===== src/rtl/scb_pkg.sv =====
`timescale 1ns/1ps
package scb_pkg;
    localparam int BYTE_W = 8;
    localparam int WORD_W = 2 * BYTE_W;

    localparam logic [BYTE_W-1:0] OP_RESET   = 8'h01;
    localparam logic [BYTE_W-1:0] OP_CTRL    = 8'h60;
    localparam logic [BYTE_W-1:0] OP_STAT    = 8'h61;
    localparam logic [BYTE_W-1:0] OP_ST_NOW  = 8'h62;
    localparam logic [BYTE_W-1:0] OP_PL_Q    = 8'h65;
    localparam logic [BYTE_W-1:0] OP_WR_PG   = 8'h66;
    localparam logic [BYTE_W-1:0] OP_RD_PG   = 8'h67;
    localparam logic [BYTE_W-1:0] OP_WR_CONT = 8'h68;
    localparam logic [BYTE_W-1:0] OP_RD_CONT = 8'h69;

    localparam int ARG_BYTES = 2;
    localparam int NB_W      = 2;
    localparam int SPCH_N    = 4;
endpackage


===== src/rtl/scb_rx.sv =====
`timescale 1ns/1ps
module scb_rx #(
    parameter int BYTE_W = 8
) (
    input  logic              clk,
    input  logic              rst_n,
    input  logic              frame_on,
    input  logic              sclk_rise,
    input  logic              sdi,
    output logic              byte_vld,
    output logic [BYTE_W-1:0] byte_o
);
    localparam int CNT_W = $clog2(BYTE_W);

    typedef struct packed {
        logic [BYTE_W-1:0] sh;
        logic [CNT_W-1:0]  cnt;
        logic              vld;
    } rx_st_t;

    rx_st_t q, d;

    always_comb begin
        d     = q;
        d.vld = 1'b0;
        if (!frame_on) begin
            d.cnt = '0;
        end else if (sclk_rise) begin
            d.sh = {q.sh[BYTE_W-2:0], sdi};
            if (q.cnt == CNT_W'(BYTE_W - 1)) begin
                d.cnt = '0;
                d.vld = 1'b1;
            end else begin
                d.cnt = q.cnt + 1'b1;
            end
        end
    end

    always_ff @(posedge clk or negedge rst_n) begin
        if (!rst_n) q <= '0;
        else        q <= d;
    end

    assign byte_vld = q.vld;
    assign byte_o   = q.sh;


    rx_edge_chk: assert property (@(posedge clk) disable iff (!rst_n)
        byte_vld |-> $past(sclk_rise));
endmodule


===== src/rtl/scb_tx.sv =====
`timescale 1ns/1ps
module scb_tx #(
    parameter int BYTE_W = 8
) (
    input  logic              clk,
    input  logic              rst_n,
    input  logic              frame_on,
    input  logic              sclk_rise,
    input  logic              load,
    input  logic [BYTE_W-1:0] load_byte,
    input  logic              stream_on,
    input  logic              rd_ack,
    input  logic [BYTE_W-1:0] rd_data,
    output logic              rd_req,
    output logic              sdo,
    output logic              sdo_oe,
    output logic              tx_idle
);
    localparam int LEFT_W = $clog2(BYTE_W + 1);

    typedef struct packed {
        logic [BYTE_W-1:0] tx;
        logic [LEFT_W-1:0] left;
        logic [BYTE_W-1:0] pf;
        logic              pf_vld;
        logic              pend;
        logic              req;
        logic              oe;
    } tx_st_t;

    tx_st_t q, d;

    always_comb begin
        d     = q;
        d.req = 1'b0;
        if (sclk_rise && q.left != '0) begin
            d.tx   = {q.tx[BYTE_W-2:0], 1'b0};
            d.left = q.left - 1'b1;
        end
        if (rd_ack) begin
            d.pend = 1'b0;
            if (stream_on) begin
                d.pf     = rd_data;
                d.pf_vld = 1'b1;
            end
        end
        if (stream_on && d.left == '0 && d.pf_vld) begin
            d.tx     = d.pf;
            d.left   = LEFT_W'(BYTE_W);
            d.pf_vld = 1'b0;
        end
        if (stream_on && !q.pend && !d.pf_vld) begin
            d.req  = 1'b1;
            d.pend = 1'b1;
        end
        if (load) begin
            d.tx   = load_byte;
            d.left = LEFT_W'(BYTE_W);
        end
        if (!frame_on) begin
            d.left   = '0;
            d.pf_vld = 1'b0;
        end
        d.oe = frame_on && (stream_on || d.left != '0);
    end

    always_ff @(posedge clk or negedge rst_n) begin
        if (!rst_n) q <= '0;
        else        q <= d;
    end

    assign rd_req  = q.req;
    assign sdo     = q.tx[BYTE_W-1];
    assign sdo_oe  = q.oe;
    assign tx_idle = (q.left == '0);


    oe_frame_chk: assert property (@(posedge clk) disable iff (!rst_n)
        sdo_oe |-> $past(frame_on));

    req_single_chk: assert property (@(posedge clk) disable iff (!rst_n)
        rd_req |=> !rd_req);
endmodule


===== src/rtl/scb_slave.sv =====
`timescale 1ns/1ps
module scb_slave
    import scb_pkg::*;
(
    input  logic              clk,
    input  logic              rst_n,
    input  logic              sclk,
    input  logic              csn,
    input  logic              sdi,
    output logic              sdo,
    output logic              sdo_oe,
    output logic [WORD_W-1:0] ctrl_reg,
    output logic              gen_rst,
    input  logic [BYTE_W-1:0] status_in,
    output logic              status_rd,
    output logic [WORD_W-1:0] spch_word,
    output logic [SPCH_N-1:0] spch_strobe,
    output logic [WORD_W-1:0] page_addr,
    output logic              wr_page_ld,
    output logic              rd_page_ld,
    output logic [BYTE_W-1:0] wr_byte,
    output logic              wr_byte_vld,
    output logic              rd_req,
    input  logic              rd_ack,
    input  logic [BYTE_W-1:0] rd_data
);
    localparam int IDX_W = $clog2(SPCH_N);

    typedef struct packed {
        logic              sclk_q;
        logic              csn_q;
        logic              have_cmd;
        logic [BYTE_W-1:0] cmd;
        logic [NB_W-1:0]   nb;
        logic [WORD_W-1:0] arg;
        logic [WORD_W-1:0] ctrl;
        logic              rd_on;
        logic              wr_on;
        logic              gen_rst;
        logic              stat_rd;
        logic [WORD_W-1:0] sw;
        logic [SPCH_N-1:0] strobe;
        logic [WORD_W-1:0] page;
        logic              wr_pg;
        logic              rd_pg;
        logic [BYTE_W-1:0] wrb;
        logic              wr_vld;
    } top_st_t;

    top_st_t q, d;

    logic              sclk_rise, rx_vld, load_stat, tx_idle;
    logic [BYTE_W-1:0] rx_byte;
    logic [IDX_W-1:0]  sp_idx;

    assign sclk_rise = sclk && !q.sclk_q && !csn;
    assign sp_idx    = IDX_W'(q.cmd - OP_ST_NOW);

    scb_rx #(.BYTE_W(BYTE_W)) u_rx (
        .clk(clk), .rst_n(rst_n), .frame_on(!csn), .sclk_rise(sclk_rise),
        .sdi(sdi), .byte_vld(rx_vld), .byte_o(rx_byte)
    );

    scb_tx #(.BYTE_W(BYTE_W)) u_tx (
        .clk(clk), .rst_n(rst_n), .frame_on(!csn), .sclk_rise(sclk_rise),
        .load(load_stat), .load_byte(status_in), .stream_on(q.rd_on),
        .rd_ack(rd_ack), .rd_data(rd_data), .rd_req(rd_req),
        .sdo(sdo), .sdo_oe(sdo_oe), .tx_idle(tx_idle)
    );

    always_comb begin
        d         = q;
        d.sclk_q  = sclk;
        d.csn_q   = csn;
        d.gen_rst = 1'b0;
        d.stat_rd = 1'b0;
        d.strobe  = '0;
        d.wr_pg   = 1'b0;
        d.rd_pg   = 1'b0;
        d.wr_vld  = 1'b0;
        load_stat = 1'b0;
        if (!csn && rx_vld) begin
            if (!q.have_cmd) begin
                d.have_cmd = 1'b1;
                d.cmd      = rx_byte;
                d.nb       = '0;
                load_stat  = (rx_byte == OP_STAT);
                d.rd_on    = (rx_byte == OP_RD_CONT);
                d.wr_on    = (rx_byte == OP_WR_CONT);
            end else begin
                if (q.nb < NB_W'(ARG_BYTES)) d.arg = {q.arg[BYTE_W-1:0], rx_byte};
                if (q.nb != '1) d.nb = q.nb + 1'b1;
                if (q.nb == NB_W'(ARG_BYTES - 1) && q.cmd == OP_WR_PG) begin
                    d.page  = {q.arg[BYTE_W-1:0], rx_byte};
                    d.wr_pg = 1'b1;
                    d.wr_on = 1'b1;
                end
                if (q.nb == NB_W'(ARG_BYTES - 1) && q.cmd == OP_RD_PG) begin
                    d.page  = {q.arg[BYTE_W-1:0], rx_byte};
                    d.rd_pg = 1'b1;
                    d.rd_on = 1'b1;
                end
                if (q.wr_on) begin
                    d.wrb    = rx_byte;
                    d.wr_vld = 1'b1;
                end
            end
        end
        if (csn) begin
            d.have_cmd = 1'b0;
            d.rd_on    = 1'b0;
            d.wr_on    = 1'b0;
            d.nb       = '0;
            if (!q.csn_q && q.have_cmd) begin
                if (q.cmd == OP_RESET) begin
                    d.gen_rst = 1'b1;
                    d.ctrl    = '0;
                end else if (q.cmd == OP_CTRL && q.nb >= NB_W'(ARG_BYTES)) begin
                    d.ctrl = q.arg;
                end else if (q.cmd == OP_STAT && tx_idle) begin
                    d.stat_rd = 1'b1;
                end else if (q.cmd >= OP_ST_NOW && q.cmd <= OP_PL_Q
                             && q.nb >= NB_W'(ARG_BYTES)) begin
                    d.sw             = q.arg;
                    d.strobe[sp_idx] = 1'b1;
                end
            end
        end
    end

    always_ff @(posedge clk or negedge rst_n) begin
        if (!rst_n) begin
            q        <= '0;
            q.sclk_q <= 1'b1;
            q.csn_q  <= 1'b1;
        end else begin
            q <= d;
        end
    end

    assign ctrl_reg    = q.ctrl;
    assign gen_rst     = q.gen_rst;
    assign status_rd   = q.stat_rd;
    assign spch_word   = q.sw;
    assign spch_strobe = q.strobe;
    assign page_addr   = q.page;
    assign wr_page_ld  = q.wr_pg;
    assign rd_page_ld  = q.rd_pg;
    assign wr_byte     = q.wrb;
    assign wr_byte_vld = q.wr_vld;


    ctrl_frame_end_chk: assert property (@(posedge clk) disable iff (!rst_n)
        !$stable(ctrl_reg) |-> $past(csn && !q.csn_q));

    rst_clears_ctrl_chk: assert property (@(posedge clk) disable iff (!rst_n)
        gen_rst |-> ctrl_reg == '0);

    strobe_onehot_chk: assert property (@(posedge clk) disable iff (!rst_n)
        $onehot0(spch_strobe));

    wr_in_frame_chk: assert property (@(posedge clk) disable iff (!rst_n)
        wr_byte_vld |-> !$past(csn));
endmodule


===== config.mk =====
export PLATFORM = sky130hd
export DESIGN_NAME = scb_slave
export DESIGN_NICKNAME = d
export VERILOG_FILES = /design/src/rtl/scb_pkg.sv /design/src/rtl/scb_rx.sv /design/src/rtl/scb_tx.sv /design/src/rtl/scb_slave.sv
export SDC_FILE = /design/constraint.sdc
export NUM_CORES = 1
export LEC_CHECK = 0
export BUFFER_PORTS_ARGS = -buffer_cell sky130_fd_sc_hd__buf_2
export CAP_MARGIN = 25
export CORE_UTILIZATION = 40
export DETAILED_ROUTE_END_ITERATION = 16
export SYNTH_ARGS = -nofsm -noshare
export SYNTH_HDL_FRONTEND = slang
export SYNTH_SLANG_ARGS = --single-unit

===== constraint.sdc =====
create_clock -name clk -period 3.25 [get_ports clk]
set_clock_uncertainty 0.2 [all_clocks]
set_input_delay 0.975 -clock clk [delete_from_list [all_inputs] [get_ports clk]]
set_output_delay 0.975 -clock clk [all_outputs]
set_load 0.05 [all_outputs]

# == After elaboration in Yosys (flattened, before gate mapping) ==
# Cells that the tools add are included.
# op_classes
n_addsub,4
mul,0
div_mod_pow,0
n_lt_le_gt_ge,6
eq_ne,14
n_shift,0
muxes,46
bitwise,5
reduce_logical,43
# ops
cell,count
two-way mux 16 bit,5
equality test 8 x 7 -> 1 bit (second input constant),7
two-way mux 21 bit,2
two-way mux 20 bit,2
two-way mux 12 bit,3
two-way mux 27 bit,1
two-way mux 24 bit,1
two-way mux 11 bit,2
two-way mux 22 bit,1
two-way mux 9 bit,2
logical AND 1 bit,17
two-way mux 17 bit,1
two-way mux 1 bit,13
two-way mux 2 bit,6
AND reduction 3 bit,4
two-way mux 10 bit,1
AND reduction 2 bit,5
nonzero test 2 bit,5
!= test 3 x 2 -> 1 bit (second input constant),3
equality test 8 x 1 -> 1 bit (second input constant),1
>= comparator 8 x 7 -> 1 bit (second input constant),1
<= comparator 8 x 7 -> 1 bit (second input constant),1
logical NOT 4 bit,2
two-way mux 4 bit,2
other kinds (20),30
# totals
register_bits,132
latchBits,0
ram_bits,0
romBits,0
inputBits,22
output_inout_bits,68
elab_cells,146
mem_count,0

# == Logic depth before layout (Yosys ltp) ==
# depth
depth_word,14
ltp_mapped,8
ltp_nobuf,7

# == Hierarchy ==
# From an unflattened synthesis, not the netlist that was laid out.
# unflattened
cells_unflattened,518
hier_area_um2,6367.4
# modules_own_cells
mod,n_inst,cells_each,area_each_um2,seq_area_each_um2
scb_slave,1,364,4559.4,2404.8
scb_tx,1,116,1266.2,600.6
scb_rx,1,38,541.8,300.3

# == Worst setup path after synthesis ==
# OpenSTA, ideal clock, no wires.
# synth_path
path_type,input to register
startpoint,input csn
endpoint,"register q, in the netlist page_addr[0]"
setup_time_ps,125
arrival_ps,2582
required_time_ps,2925
slack_ps,344
cell_stages,5
n_path_buf,2
path_cell_list,clkbuf_1 -> nand3b_1 -> nor4_2 -> buf_4 -> mux2_2
# synth_via
elab_chain_cells,3
# synth_lines
item,line,rtl
"start, declared",scb_slave.sv:8,"input logic csn,"
logical NOT 1 bit,scb_slave.sv:82,if (!csn && rx_vld) begin
logical AND 1 bit,scb_slave.sv:82,
AND reduction 3 bit (no source line),--,
"end, declared",scb_slave.sv:50,"top_st_t q, d;"
# Every way passes these cells.
# A chain may end at the register's enable or synchronous reset.

# == Worst setup path after layout ==
# layout_path
startpoint,register u_tx.q[12] (netlist bit)
endpoint,register u_tx.q[22] (netlist bit)
# layout_via
elab_chain_cells,8
elab_cells_between_ends,10
classes_between,1 x add/sub; 3 x mux; 6 x reduce/logical
# layout_lines
item,line,rtl
"start, declared",scb_tx.sv:31,"tx_st_t q, d;"
"start signal, assigned",scb_tx.sv:68,if (!rst_n) q <= '0;
"start signal, assigned",scb_tx.sv:69,else q <= d;
branches (longest 8 deep; another with subtractor 4 x 1 -> 4 bit),--,
# Parallel ways; which one is timed is not known. The select of a mux whose other input is x is not followed.

==> qor.yml <==
finish:
  final_nets: 574
  utilization_pct: 47.3
  fin_cells: 743
  drive_gt1_share_pct: 37.9
  antenna_cells: 0
  reg_top3: "q (31), u_tx.q (21)"
  flow.area_growth_from_synthesis_pct: 15.0
  fillers: 1327
  largest_reg_flops: 31
  top_register: "q"
  fin_area_sq_um: 6880
worst_setup_path:
  cp_common_cell: "a211oi_1"
  crit_type: "flip-flop to flip-flop"
  reg2reg_slack_ns: 0.49
  cp.arrival_ns: 2.87
  crit_chain: "inv_1 -> ha_1 -> nor4b_1 -> a211oi_1 -> nor3_1 -> a211oi_1 -> o31ai_1"
  cp_slowest_stage_delay_ns: 0.80
  slowest_stage: "nor3_1"
  startpoint_type: "flip-flop"
  path_max_fanout: 9
  worstSetupEndpointType: "flip-flop"
  required_ns: 3.37
synth:
  syn_area_per_cell_sq_um: 11.8
  synth.area.top_cells: "dfrtp_1 (54%), mux2_2 (10%), buf_4 (7.9%)"
  syn-cell-area_sq_um: 5980
  syn_inst: 507
  yosys.area.top_type: "dfrtp_1"
  yosysWarnings: 0
  async_reset_ff_share_pct: 100
  synth_top_flop_cell: "dfrtp_1"
  ys_types: 46
  yosysSeqAreaShare_pct: 55.3
  synthMostInstantiatedCell: "dfrtp_1"
  synth_common_cells: "dfrtp_1 (130), buf_4 (63), mux2_2 (55), nand2_1 (42), nor2_1 (26)"
  yosysTopAreaCellShare_pct: 54.4
  ys_seq_elements: 132
  syn-num-nets: 535
  synth_edf_count: 0
die:
  die_h_um: 124
  io_pins: 90
  num_rows: 44
  fp.coreArea_sq_um: 14500
  die_x_um: 124
  start_util_pct: 41.2
  die_area_sq_um: 15400
placement:
  place_congestion: 0.762
  post-place-ws_ns: 0.127
  place.detailed.instances: 710
  placed_area_sq_um: 6230
  io_buffers: 89
  hpwlAfterDp_um: 7950
global_routing:
  grt_use_total_pct: 16.4
  overflow: 0
  grt_pass1_wl_um: 19800
  grt_pass1_vias: 3800
  grt_max_degree: 69
  antenna_found_initial: 0
clocking:
  clk_pin_slew_ns: 0.06
  post_cts_resized: 0
  cts_sinks: 132
  cts_tree: "done"
  hold_buffers: 0
  clk_path_buf_depth: 2
  cts_setup_buffers: 0
  clockRootBuffer: "clkbuf_16"
  numCtsBuffers: 17
  htree_levels: 4
  clk_latency_ns: 0.41
sta:
  fmax_mhz: 363
  period_share_pct: 84.9
  hold_viol: 0
  max-slew-margin-rel_pct: 35.7
  setup_viol: 0
  worst_slack_ns: 0.492
  tightest_slew_ns: 0.957
  grt_setup_unrepaired: "false"
  slew_viol_final: 0
  tns_ns: 0
  final.min_clock_period_ns: 2.76
pwr:
  leakage_uw: 0.00359
  max-vdd-ir-drop_uv: 364
  p_per_area_nw_per_um2: 562
routing:
  wl_um: 11800
  wl_per_cell_um: 15.8
  drtPass1Iterations: 4
  drtIter0Drc: 147
  via_per_inst: 4.98
  drc: 0
  vias: 3699
  drtAntennaViolNets: 0
worst_hold_path:
  hold_path_class: "input pin to asynchronous set/reset pin"
job:
  drv_cap: 0
outcome:
  status: "finished clean"
-- metrics by stage --
stage | hold WS (ns) | power, uW
5_1_grt | 0.296 | 4010
2_1_floorplan | 0.261 | 1760
3_5_place_dp | 0.290 | 1850
6_report | 0.278 | 3860
4_1_cts | 0.281 | 3910
3_3_place_gp | 0.279 | 1840
-- cell families (layout without fill, tap and decap cells) --
family | Yosys count | after routing | share of synthesized area, %
simple gates | 132 | 132 | 11.4
fa+ha+maj | 6 | 6 | 1.26
compound gates | 56 | 56 | 6.05
mux | 73 | 73 | 14.7
buf+inv | 106 | 158 | 11.0
xor+xnor | 2 | 2 | 0.293
flops | 132 | 132 | 55.3
-- layout by cell type (no fill, tap or decap), types with 3 or more instances in the layout --
cell type and instances:
a211oi_1 9, a21oi_1 9, and2_1 3, and2b_1 4, buf_12 3, buf_2 88
buf_4 10, bufinv_16 4, clkbuf_16 17, clkbuf_8 3, dfrtp_1 130, ha_1 6
inv_1 24, mux2_2 55, mux2_4 16, nand2_1 42, nand2b_1 3, nand3_1 17
nand3b_1 3, nor2_1 26, nor2b_1 6, nor3_1 8, nor3b_1 3, nor4_1 3
o21ai_0 21, o31ai_1 7, or3_4 3
-- layout make-up --
type | count | area, sq um | share of cell area, %
flip-flops and latches | 132 | 3310 | 48.1
multi-input cells | 269 | 2020 | 29.4
repair buffers | 102 | 587 | 8.53
clock buffers | 21 | 470 | 6.84
well taps | 184 | 230 | 3.35
clock inverters | 11 | 173 | 2.51
inverters | 24 | 90.1 | 1.31
-- power by group --
part | total, uW | internal (uW) | switching (uW)
combinational | 90.9 | 31.6 | 59.3
sequential | 1720 | 1670 | 54.2
clock | 2050 | 1350 | 700
-- critical path, delay by kind of cell (launching register included) --
family | cells | cell delay, ns
compound gates | 3 | 0.53
simple gates | 2 | 1.08
buf+inv | 1 | 0.08
flops | 1 | 0.48
fa+ha+maj | 1 | 0.29
-- metal layers --
metal / wire length [um] / global-route usage, % / vias to the layer above
li1: - / - / 1743
met1: 5560 / 21.8 / 1860
met2: 5630 / 25.5 / 82
met3: 441 / 4.90 / 14
met4: 135 / 5.39 / 0
met5: 0 / 0 / -
-- worst paths after layout --
check                                  startpoint                         to  depth (start not counted)
max                          u_tx.q[12]$_DFF_PN0_     u_tx.q[22]$_DFFE_PN0P_                          7
min                                         rst_n  spch_word[10]$_DFFE_PN0P_                          1
max reg2reg                  u_tx.q[12]$_DFF_PN0_     u_tx.q[22]$_DFFE_PN0P_                          7
min reg2reg                wr_byte[6]$_DFFE_PN0P_     wr_byte[6]$_DFFE_PN0P_                          1
max in group asynchronous                   rst_n            q[94]$_DFF_PN1_                          2
min in group clk           wr_byte[6]$_DFFE_PN0P_     wr_byte[6]$_DFFE_PN0P_                          1
(Power assumes the default switching activity.)
